### src/rtl/rtc_pkg.sv
package rtc_pkg;

    typedef struct packed {
        logic [6:0] sec;
        logic [6:0] min;
        logic [4:0] hour;
        logic [2:0] dow;
        logic [4:0] dom;
        logic [3:0] mon;
        logic [6:0] year;
        logic [6:0] cent;
    } rtc_time_t;

    localparam logic [3:0] ADR_SEC  = 4'd0;
    localparam logic [3:0] ADR_MIN  = 4'd1;
    localparam logic [3:0] ADR_HOUR = 4'd2;
    localparam logic [3:0] ADR_DOW  = 4'd3;
    localparam logic [3:0] ADR_DOM  = 4'd4;
    localparam logic [3:0] ADR_MON  = 4'd5;
    localparam logic [3:0] ADR_YEAR = 4'd6;
    localparam logic [3:0] ADR_CENT = 4'd7;
    localparam logic [3:0] ADR_CTLA = 4'd8;
    localparam logic [3:0] ADR_CTLB = 4'd9;

    // raw byte in the display format -> binary value
    function automatic logic [6:0] decode_byte(input logic [7:0] raw, input logic bin);
        logic [7:0] v;
        if (bin) v = raw;
        else     v = ({4'd0, raw[7:4]} * 8'd10) + {4'd0, raw[3:0]};
        return v[6:0];
    endfunction

    // binary value -> byte in the display format
    function automatic logic [7:0] encode_byte(input logic [6:0] v, input logic bin);
        logic [6:0] tens;
        logic [6:0] ones;
        tens = v / 7'd10;
        ones = v % 7'd10;
        return bin ? {1'b0, v} : {tens[3:0], ones[3:0]};
    endfunction

    function automatic logic [4:0] month_days(input logic [3:0] mon, input logic [6:0] year);
        case (mon)
            4'd2:                    return (year[1:0] == 2'b00) ? 5'd29 : 5'd28;
            4'd4, 4'd6, 4'd9, 4'd11: return 5'd30;
            default:                 return 5'd31;
        endcase
    endfunction

endpackage

### src/rtl/rtc_divider.sv
module rtc_divider #(
    parameter int unsigned TICKS_PER_SEC = 32768,
    parameter int unsigned UIP_TICKS     = 8
) (
    input  logic clk,
    input  logic rst_n,
    input  logic tick,
    input  logic div_run,
    input  logic div_hold,
    input  logic set_mode,
    input  logic load_half,
    input  logic load_zero,
    output logic uip,
    output logic upd_stb
);
    localparam int unsigned PW = $clog2(TICKS_PER_SEC);
    localparam logic [PW-1:0] LAST     = PW'(TICKS_PER_SEC - 1);
    localparam logic [PW-1:0] HALF     = PW'(TICKS_PER_SEC / 2);
    localparam logic [PW-1:0] UIP_FROM = PW'(TICKS_PER_SEC - UIP_TICKS);

    typedef struct packed {
        logic [PW-1:0] phase;
    } div_st_t;

    div_st_t st_d, st_q;
    logic    running;

    always_comb begin
        running = div_run && !set_mode;
        upd_stb = tick && running && (st_q.phase == LAST) && !load_zero && !load_half;
        uip     = running && (st_q.phase >= UIP_FROM);
        st_d    = st_q;
        if (load_half)
            st_d.phase = HALF;
        else if (div_hold || load_zero)
            st_d.phase = '0;
        else if (tick && div_run)
            st_d.phase = (st_q.phase == LAST) ? '0 : st_q.phase + 1'b1;
    end

    always_ff @(posedge clk or negedge rst_n) begin
        if (!rst_n) st_q <= '0;
        else        st_q <= st_d;
    end

    AST_UIP_LEADS_UPD: assert property (@(posedge clk) disable iff (!rst_n)
        upd_stb |-> uip);
    AST_UIP_ENDS_AFTER_UPD: assert property (@(posedge clk) disable iff (!rst_n)
        upd_stb |=> !uip);

endmodule

### src/rtl/rtc_calendar.sv
module rtc_calendar
    import rtc_pkg::*;
(
    input  logic       clk,
    input  logic       rst_n,
    input  logic       adv,
    input  logic       wr_en,
    input  logic [2:0] wr_sel,
    input  logic [7:0] wr_data,
    input  logic       bin_mode,
    input  logic       h24,
    output rtc_time_t  t_q
);
    rtc_time_t  t_d;
    logic [6:0] val;
    logic [6:0] hval;
    logic [6:0] hsum;
    logic [4:0] dim;

    always_comb begin
        val  = decode_byte(wr_data, bin_mode);
        hval = decode_byte({1'b0, wr_data[6:0]}, bin_mode) % 7'd12;
        hsum = h24 ? val : hval + (wr_data[7] ? 7'd12 : 7'd0);
        dim  = month_days(t_q.mon, t_q.year);
        t_d  = t_q;
        if (wr_en) begin
            case (wr_sel)
                3'd0: t_d.sec  = val;
                3'd1: t_d.min  = val;
                3'd2: t_d.hour = hsum[4:0];
                3'd3: t_d.dow  = val[2:0];
                3'd4: t_d.dom  = val[4:0];
                3'd5: t_d.mon  = val[3:0];
                3'd6: t_d.year = val;
                default: t_d.cent = val;
            endcase
        end else if (adv) begin
            if (t_q.sec < 7'd59) t_d.sec = t_q.sec + 7'd1;
            else begin
                t_d.sec = '0;
                if (t_q.min < 7'd59) t_d.min = t_q.min + 7'd1;
                else begin
                    t_d.min = '0;
                    if (t_q.hour < 5'd23) t_d.hour = t_q.hour + 5'd1;
                    else begin
                        t_d.hour = '0;
                        t_d.dow  = (t_q.dow >= 3'd7) ? 3'd1 : t_q.dow + 3'd1;
                        if (t_q.dom < dim) t_d.dom = t_q.dom + 5'd1;
                        else begin
                            t_d.dom = 5'd1;
                            if (t_q.mon < 4'd12) t_d.mon = t_q.mon + 4'd1;
                            else begin
                                t_d.mon = 4'd1;
                                if (t_q.year < 7'd99) t_d.year = t_q.year + 7'd1;
                                else begin
                                    t_d.year = '0;
                                    t_d.cent = (t_q.cent >= 7'd99) ? 7'd0 : t_q.cent + 7'd1;
                                end
                            end
                        end
                    end
                end
            end
        end
    end

    always_ff @(posedge clk or negedge rst_n) begin
        if (!rst_n) begin
            t_q      <= '0;
            t_q.dow  <= 3'd1;
            t_q.dom  <= 5'd1;
            t_q.mon  <= 4'd1;
            t_q.cent <= 7'd20;
        end else begin
            t_q <= t_d;
        end
    end

    AST_TIME_HELD: assert property (@(posedge clk) disable iff (!rst_n)
        (!adv && !wr_en) |=> $stable(t_q));
    AST_SEC_STEP: assert property (@(posedge clk) disable iff (!rst_n)
        (adv && !wr_en) |=> (t_q.sec == 7'd0) || (t_q.sec == $past(t_q.sec) + 7'd1));

endmodule

### src/rtl/rtc_format.sv
module rtc_format
    import rtc_pkg::*;
(
    input  rtc_time_t  t,
    input  logic       bin_mode,
    input  logic       h24,
    output logic [7:0] sec_o,
    output logic [7:0] min_o,
    output logic [7:0] hour_o,
    output logic [7:0] dow_o,
    output logic [7:0] dom_o,
    output logic [7:0] mon_o,
    output logic [7:0] year_o,
    output logic [7:0] cent_o
);
    logic [4:0] hmod;
    logic [4:0] h12;

    always_comb begin
        hmod   = t.hour % 5'd12;
        h12    = (hmod == 5'd0) ? 5'd12 : hmod;
        sec_o  = encode_byte(t.sec, bin_mode);
        min_o  = encode_byte(t.min, bin_mode);
        hour_o = h24 ? encode_byte({2'b00, t.hour}, bin_mode)
                     : (encode_byte({2'b00, h12}, bin_mode) | {(t.hour >= 5'd12), 7'd0});
        dow_o  = encode_byte({4'd0, t.dow}, bin_mode);
        dom_o  = encode_byte({2'b00, t.dom}, bin_mode);
        mon_o  = encode_byte({3'd0, t.mon}, bin_mode);
        year_o = encode_byte(t.year, bin_mode);
        cent_o = encode_byte(t.cent, bin_mode);
    end

endmodule

### src/rtl/rtc_core.sv
module rtc_core
    import rtc_pkg::*;
#(
    parameter int unsigned TICKS_PER_SEC = 32768,
    parameter int unsigned UIP_TICKS     = 8
) (
    input  logic       clk,
    input  logic       rst_n,
    input  logic       tick_32k,
    input  logic       wr_en,
    input  logic [3:0] wr_addr,
    input  logic [7:0] wr_data,
    output logic [7:0] sec_o,
    output logic [7:0] min_o,
    output logic [7:0] hour_o,
    output logic [7:0] dow_o,
    output logic [7:0] dom_o,
    output logic [7:0] mon_o,
    output logic [7:0] year_o,
    output logic [7:0] cent_o,
    output logic [7:0] ctrl_a_o,
    output logic [7:0] ctrl_b_o,
    output logic       uip_o,
    output logic       upd_stb_o
);
    localparam logic [6:0] CTLA_RST = 7'h26;
    localparam logic [7:0] CTLB_RST = 8'h02;
    localparam int unsigned B_FREEZE = 7;
    localparam int unsigned B_UPDIE  = 4;
    localparam int unsigned B_BIN    = 2;
    localparam int unsigned B_H24    = 1;

    typedef struct packed {
        logic [6:0] a;
        logic [7:0] b;
    } ctrl_t;

    ctrl_t     ctl_d, ctl_q;
    logic      wr_time, wr_a, wr_b;
    logic      div_run, div_hold, set_mode, load_half, load_zero;
    rtc_time_t t_q;

    always_comb begin
        wr_time   = wr_en && (wr_addr <= ADR_CENT);
        wr_a      = wr_en && (wr_addr == ADR_CTLA);
        wr_b      = wr_en && (wr_addr == ADR_CTLB);
        div_run   = ctl_q.a[6:4] <= 3'b010;
        div_hold  = ctl_q.a[6:5] == 2'b11;
        set_mode  = ctl_q.b[B_FREEZE];
        load_half = wr_a && div_hold && (wr_data[6:4] <= 3'b010) && !set_mode;
        load_zero = wr_time && div_run && !set_mode;
        ctl_d     = ctl_q;
        if (wr_a) ctl_d.a = wr_data[6:0];
        if (wr_b) begin
            ctl_d.b = wr_data;
            if (wr_data[B_FREEZE]) ctl_d.b[B_UPDIE] = 1'b0;
        end
    end

    always_ff @(posedge clk or negedge rst_n) begin
        if (!rst_n) begin
            ctl_q.a <= CTLA_RST;
            ctl_q.b <= CTLB_RST;
        end else begin
            ctl_q <= ctl_d;
        end
    end

    rtc_divider #(
        .TICKS_PER_SEC (TICKS_PER_SEC),
        .UIP_TICKS     (UIP_TICKS)
    ) i_div (
        .clk       (clk),
        .rst_n     (rst_n),
        .tick      (tick_32k),
        .div_run   (div_run),
        .div_hold  (div_hold),
        .set_mode  (set_mode),
        .load_half (load_half),
        .load_zero (load_zero),
        .uip       (uip_o),
        .upd_stb   (upd_stb_o)
    );

    rtc_calendar i_cal (
        .clk      (clk),
        .rst_n    (rst_n),
        .adv      (upd_stb_o),
        .wr_en    (wr_time),
        .wr_sel   (wr_addr[2:0]),
        .wr_data  (wr_data),
        .bin_mode (ctl_q.b[B_BIN]),
        .h24      (ctl_q.b[B_H24]),
        .t_q      (t_q)
    );

    rtc_format i_fmt (
        .t        (t_q),
        .bin_mode (ctl_q.b[B_BIN]),
        .h24      (ctl_q.b[B_H24]),
        .sec_o    (sec_o),
        .min_o    (min_o),
        .hour_o   (hour_o),
        .dow_o    (dow_o),
        .dom_o    (dom_o),
        .mon_o    (mon_o),
        .year_o   (year_o),
        .cent_o   (cent_o)
    );

    assign ctrl_a_o = {uip_o, ctl_q.a};
    assign ctrl_b_o = ctl_q.b;

    AST_FREEZE_DROPS_UPDIE: assert property (@(posedge clk) disable iff (!rst_n)
        ctl_q.b[B_FREEZE] |-> !ctl_q.b[B_UPDIE]);
    AST_FREEZE_NO_UIP: assert property (@(posedge clk) disable iff (!rst_n)
        ctl_q.b[B_FREEZE] |-> (!uip_o && !upd_stb_o));
    AST_HOLD_QUIET: assert property (@(posedge clk) disable iff (!rst_n)
        (ctl_q.a[6:5] == 2'b11) |-> (!uip_o && !upd_stb_o));

endmodule

### config.mk
export PLATFORM = sky130hd
export DESIGN_NAME = rtc_core
export DESIGN_NICKNAME = d
export VERILOG_FILES = /design/src/rtl/rtc_pkg.sv /design/src/rtl/rtc_divider.sv /design/src/rtl/rtc_calendar.sv /design/src/rtl/rtc_format.sv /design/src/rtl/rtc_core.sv
export SDC_FILE = /design/constraint.sdc
export NUM_CORES = 1
export LEC_CHECK = 0
export ABC_AREA = 1
export BUFFER_PORTS_ARGS = -buffer_cell sky130_fd_sc_hd__buf_2
export CORE_ASPECT_RATIO = 0.5
export CORE_UTILIZATION = 54
export CTS_CLUSTER_SIZE = 8
export DETAILED_ROUTE_END_ITERATION = 16
export GPL_TIMING_DRIVEN = 0
export PLACE_DENSITY = 0.78
export SLEW_MARGIN = 20
export SYNTH_ARGS = -nofsm -noshare
export SYNTH_HDL_FRONTEND = slang
export SYNTH_HIERARCHICAL = 1
export SYNTH_SLANG_ARGS = --single-unit
export TNS_END_PERCENT = 50
### constraint.sdc
create_clock -name clk -period 2.58 [get_ports clk]
set_input_delay 0.387 -clock clk [delete_from_list [all_inputs] [get_ports clk]]
set_output_delay 0.387 -clock clk [all_outputs]
set_load 0.05 [all_outputs]
==> results.txt <==
The maximum ir drop on the vdd rail was 950 µV. The worst reg2reg path depth works out to 16. The area occupied by registers came out at 0.00191 mm².

Of the total power, combinational logic draws 79.2%. The final setup slack of the worst path was -551 ps. TritonCTS built the clock tree. Global routing used 31.3% of the available tracks. The cell that appears most often on the critical path is nand2_2. The worst setup path is launched from a flop. For this design, the slowest cell found on the critical path is dfrtp_2. Power comes to 16200 µW. The worst setup path is captured at an output pin.

The worst relative slew slack is 26.4%, and the actual slew at the worst max-slew pin is 1100 ps. Kind of critical path: reg -> out. Power spread over the standard cell area amounts to 1510 mW/mm².

Using the TritonRoute via totals, the vias-per-cell ratio works out to 5.73. On the final layout, the worst clock skew is 7.24 ps. For the clock latency on the worst-skew pair, the log shows 330 ps. For this run, the leading register cell type out of synthesis is dfrtp_1. In the layout the commonest cells are nand2_1 (269), inv_1 (132), buf_4 (124). The area growth from synthesis to layout is 39.5%. The logs give 0.0137 mm² for the area of the core region and -280 ps for the flop-to-flop setup slack. Dividing the synthesized area by the synthesized cell count gives 6.55 µm². The first-pass iteration count of the detailed router was 6; the delay contributed by the slowest stage of the critical path was 500 ps. The number of buffers and inverters on the critical path is 5.

Weighted congestion at the end of routability-driven global placement: 0.891. The logs give 55 for the count of unique library cells instantiated by Yosys and 2190 ps for the critical path required time. Number of top-level design ports: 98.

The detail route stage leaves a number of antenna-violating nets equal to 0. The layout cell share with drive strength beyond 1 is 40.7%. The cell sitting at the root of the clock tree is a clkbuf_16.

The tightest hold path in the finished design has a slack of 12.9 ps. In this run, synthesis inferred 0 flip-flops with an integrated enable. The die outline height was 86.2 µm.

The tools report the startpoint of the most critical register-to-register path as ctrl_b_o[2]. Registers are responsible for 13.7% of the overall power. In this run the critical register-to-register path is captured at i_cal/t_q[29]. Summed over all nets, the half-perimeter wirelength after detailed placement is 15.4 mm. After layout, the minimum clock period comes to 3130 ps. For this run the aggregate overflow at the end of global routing stands at 0. The tools report the total count of max-transition violations in the final report as 0.

Total number of vias: 9011. The clock passes through at most 2 buffers. The CTS H-tree depth was 3; the critical path arrival was 2740 ps. Floorplan die area: 0.0147 mm². For the violation count after the first detailed-route iteration, the log shows 887. The count of fill cells added during filler insertion came out at 934. Summed over all nets, the switching power comes to 9130 µW. Counting flops and latches in the post-synthesis netlist gives 75.

The min-delay analysis places its worst path in the category in -> async. The cell family with the largest share of critical-path delay is simple AND/OR/NAND/NOR gates. The achievable clock frequency came out at 0.319 GHz. The tool flagged a number of max-cap violations equal to 0. Synthesis produced a netlist whose cell count is 1168. The average wire per cell in the routed design is 16.4 µm, and the proportion of synthesized chip area in sequential cells is 24.7%.

The signal on the critical path passes through inv_2 -> nand2_4 -> nand2_1 -> nand2_1 -> nand2_2 -> nand2_4 -> nand2_4 -> inv_2 -> nand2_2 -> nand2_2 -> nand2_2 -> nand2_2 -> inv_2 -> ha_4 -> inv_2 -> nand3_4 -> nand3_4 -> nand2_4 -> nand2_1 -> nand2_1 -> buf_6. The run finished, with violations left. The largest fanout on the critical path is 6. In this run the static leakage power is 0.00548 µW.

The run gives 0 as the antenna diode instance count. The checks that failed: setup timing. The largest net degree at the start of global routing is 44, and the CTS buffer count is 9. For this run, the post-layout net count is 1433. The number of warnings reported in the yosys synthesis log is 6, and the number of cell rows is 30. For the DRC violation count after routing, the log shows 0.

The first global-routing pass estimated 36.8 mm of wire. The switching part of the total power was 56.5%; the total wire length after detailed routing was 25.7 mm. The async set-or-reset flop fraction in the synthesized netlist was 100%; the post-placement setup slack was -770 ps. Commonest non-fill, non-tap cell in the layout: nand2_1. The number of hold-slack violations in the final timing report is 0, and the clock-pin slew on the worst setup and hold paths is 60 ps. The die outline width came out at 170 µm.

The number of port buffers came out at 86. After synthesis the cells add up to 0.00765 mm². Dividing the final minimum period by the clock period gives 121%. For this design, the CTS-stage hold fixing added 0 buffers. The initial utilization of the core area, before any placement, comes to 55.9%. In this run, the clock network consumes 7.1% of the power. The run gives 75 as the clock net sink count. The internal power of the cells totals 7040 µW. The logs give 0 for the number of antenna violations at the first check in global routing and 30 for the total of endpoints with negative setup slack in the final report.

Setup repair after global routing could not meet its margin everywhere. The logs give 7795 for the via count of the first global-routing pass and 0.00586 mm² for the total area of multi-input combinational cells.
[worst max path at each step]
stage	cells after the start	start	to	slack, ps
detailed placement	24	wr_data[6]	i_cal/t_q[29]	-770
CTS	20	i_cal/t_q[4]	cent_o[1]	-360
global route	20	i_cal/t_q[13]	year_o[1]	-650
finish	21	i_cal/t_q[13]	year_o[1]	-550
global placement	24	wr_data[6]	i_cal/t_q[29]	-690
floorplan	23	wr_data[4]	i_cal/t_q[29]	-260
[worst register-to-register path, stage by stage (launching register included)]
cell and delay, ps:
dfrtp_2 380, buf_2 210, inv_1 70, buf_2 190, nand2_1 90, o21a_1 240, inv_1 120, nand3_1 120
nand4_1 150, nand2_2 140, nor2_4 40, ha_4 150, fa_2 530, o21ai_2 50, o22ai_1 160, nand2_1 70
o21ai_1 70
[cell families (layout without fill, tap and decap cells)]
logic type / after synthesis / in the layout / share of synthesized area [%]
simple gates: 612 / 612 / 37.4
compound gates: 193 / 193 / 15.5
buf+inv: 221 / 422 / 12.4
xor+xnor: 22 / 22 / 2.52
mux: 2 / 2 / 0.278
flops: 75 / 75 / 24.7
other cells: 1 / 12 / 0.0490
fa+ha+maj: 42 / 42 / 7.16
[repair_timing]
item | in CTS | in global routing
pin swaps | 62 | 73
setup buffers | 70 | 28
resized for setup | 212 | 149
setup endpoints to repair | 36 | 53
[flip-flops by register name, indices dropped and copies added, names as in the netlist]
register,count
i_cal/t_q,45
i_div/st_q,15
ctrl_b_o,8
ctrl_a_o,7
[cells in the mapped netlist (13+ instances only)]
cell / number / area [µm²]
nor2_1: 66 / 248
nand3_1: 103 / 515
ha_1: 39 / 488
xor2_1: 16 / 140
nand2_2: 23 / 144
nand2_1: 334 / 1250
nor2_2: 19 / 119
o21ai_0: 91 / 455
dfrtp_1: 66 / 1650
a31oi_1: 13 / 81.3
inv_1: 172 / 646
buf_4: 25 / 188
nand4_1: 26 / 163
a21oi_1: 24 / 120
[metrics by stage]
stage | util (%) | TNS [ps] | area, µm² | instances
finish | 77.9 | -10470 | 10700 | 1572
global route | 77.9 | -13700 | 10700 | 1572
CTS | 72.2 | -6450 | 9890 | 1544
detailed placement | 62.1 | -9040 | 8510 | 1458
floorplan | - | -2580 | 7810 | 1179
global placement | 61.9 | -6540 | 8480 | 1457
[cell type report]
| cell class | instances | share of cell area, % |
|---|---|---|
| Buffer | 39 | 2.39 |
| Clock buffer | 13 | 2.34 |
| Clock inverter | 3 | 0.141 |
| Inverter | 182 | 6.70 |
| Multi-Input combinational cell | 883 | 54.9 |
| Sequential cell | 75 | 17.9 |
| Tap cell | 192 | 2.25 |
| Timing Repair Buffer | 185 | 13.3 |
[power groups by stage]
stage | Clock (µW) | Combinational (µW) | Sequential (µW)
floorplan | 0 | 6860 | 2180
global route | 1210 | 13600 | 2260
finish | 1150 | 12800 | 2220
global placement | 0 | 8300 | 2150
CTS | 1160 | 10800 | 2130
detailed placement | 0 | 8580 | 2170
[routing by layer]
metal	routed length (µm)	global-route usage, %	part of all wire (%)	vias up
met5	0	0	0	-
met4	1090	9.25	4.2	0
met3	2110	5.62	8.2	104
met2	12000	54.2	47	527
met1	10500	40.3	41	4194
li1	-	-	-	4186
Power figures use the tool's default switching activity.
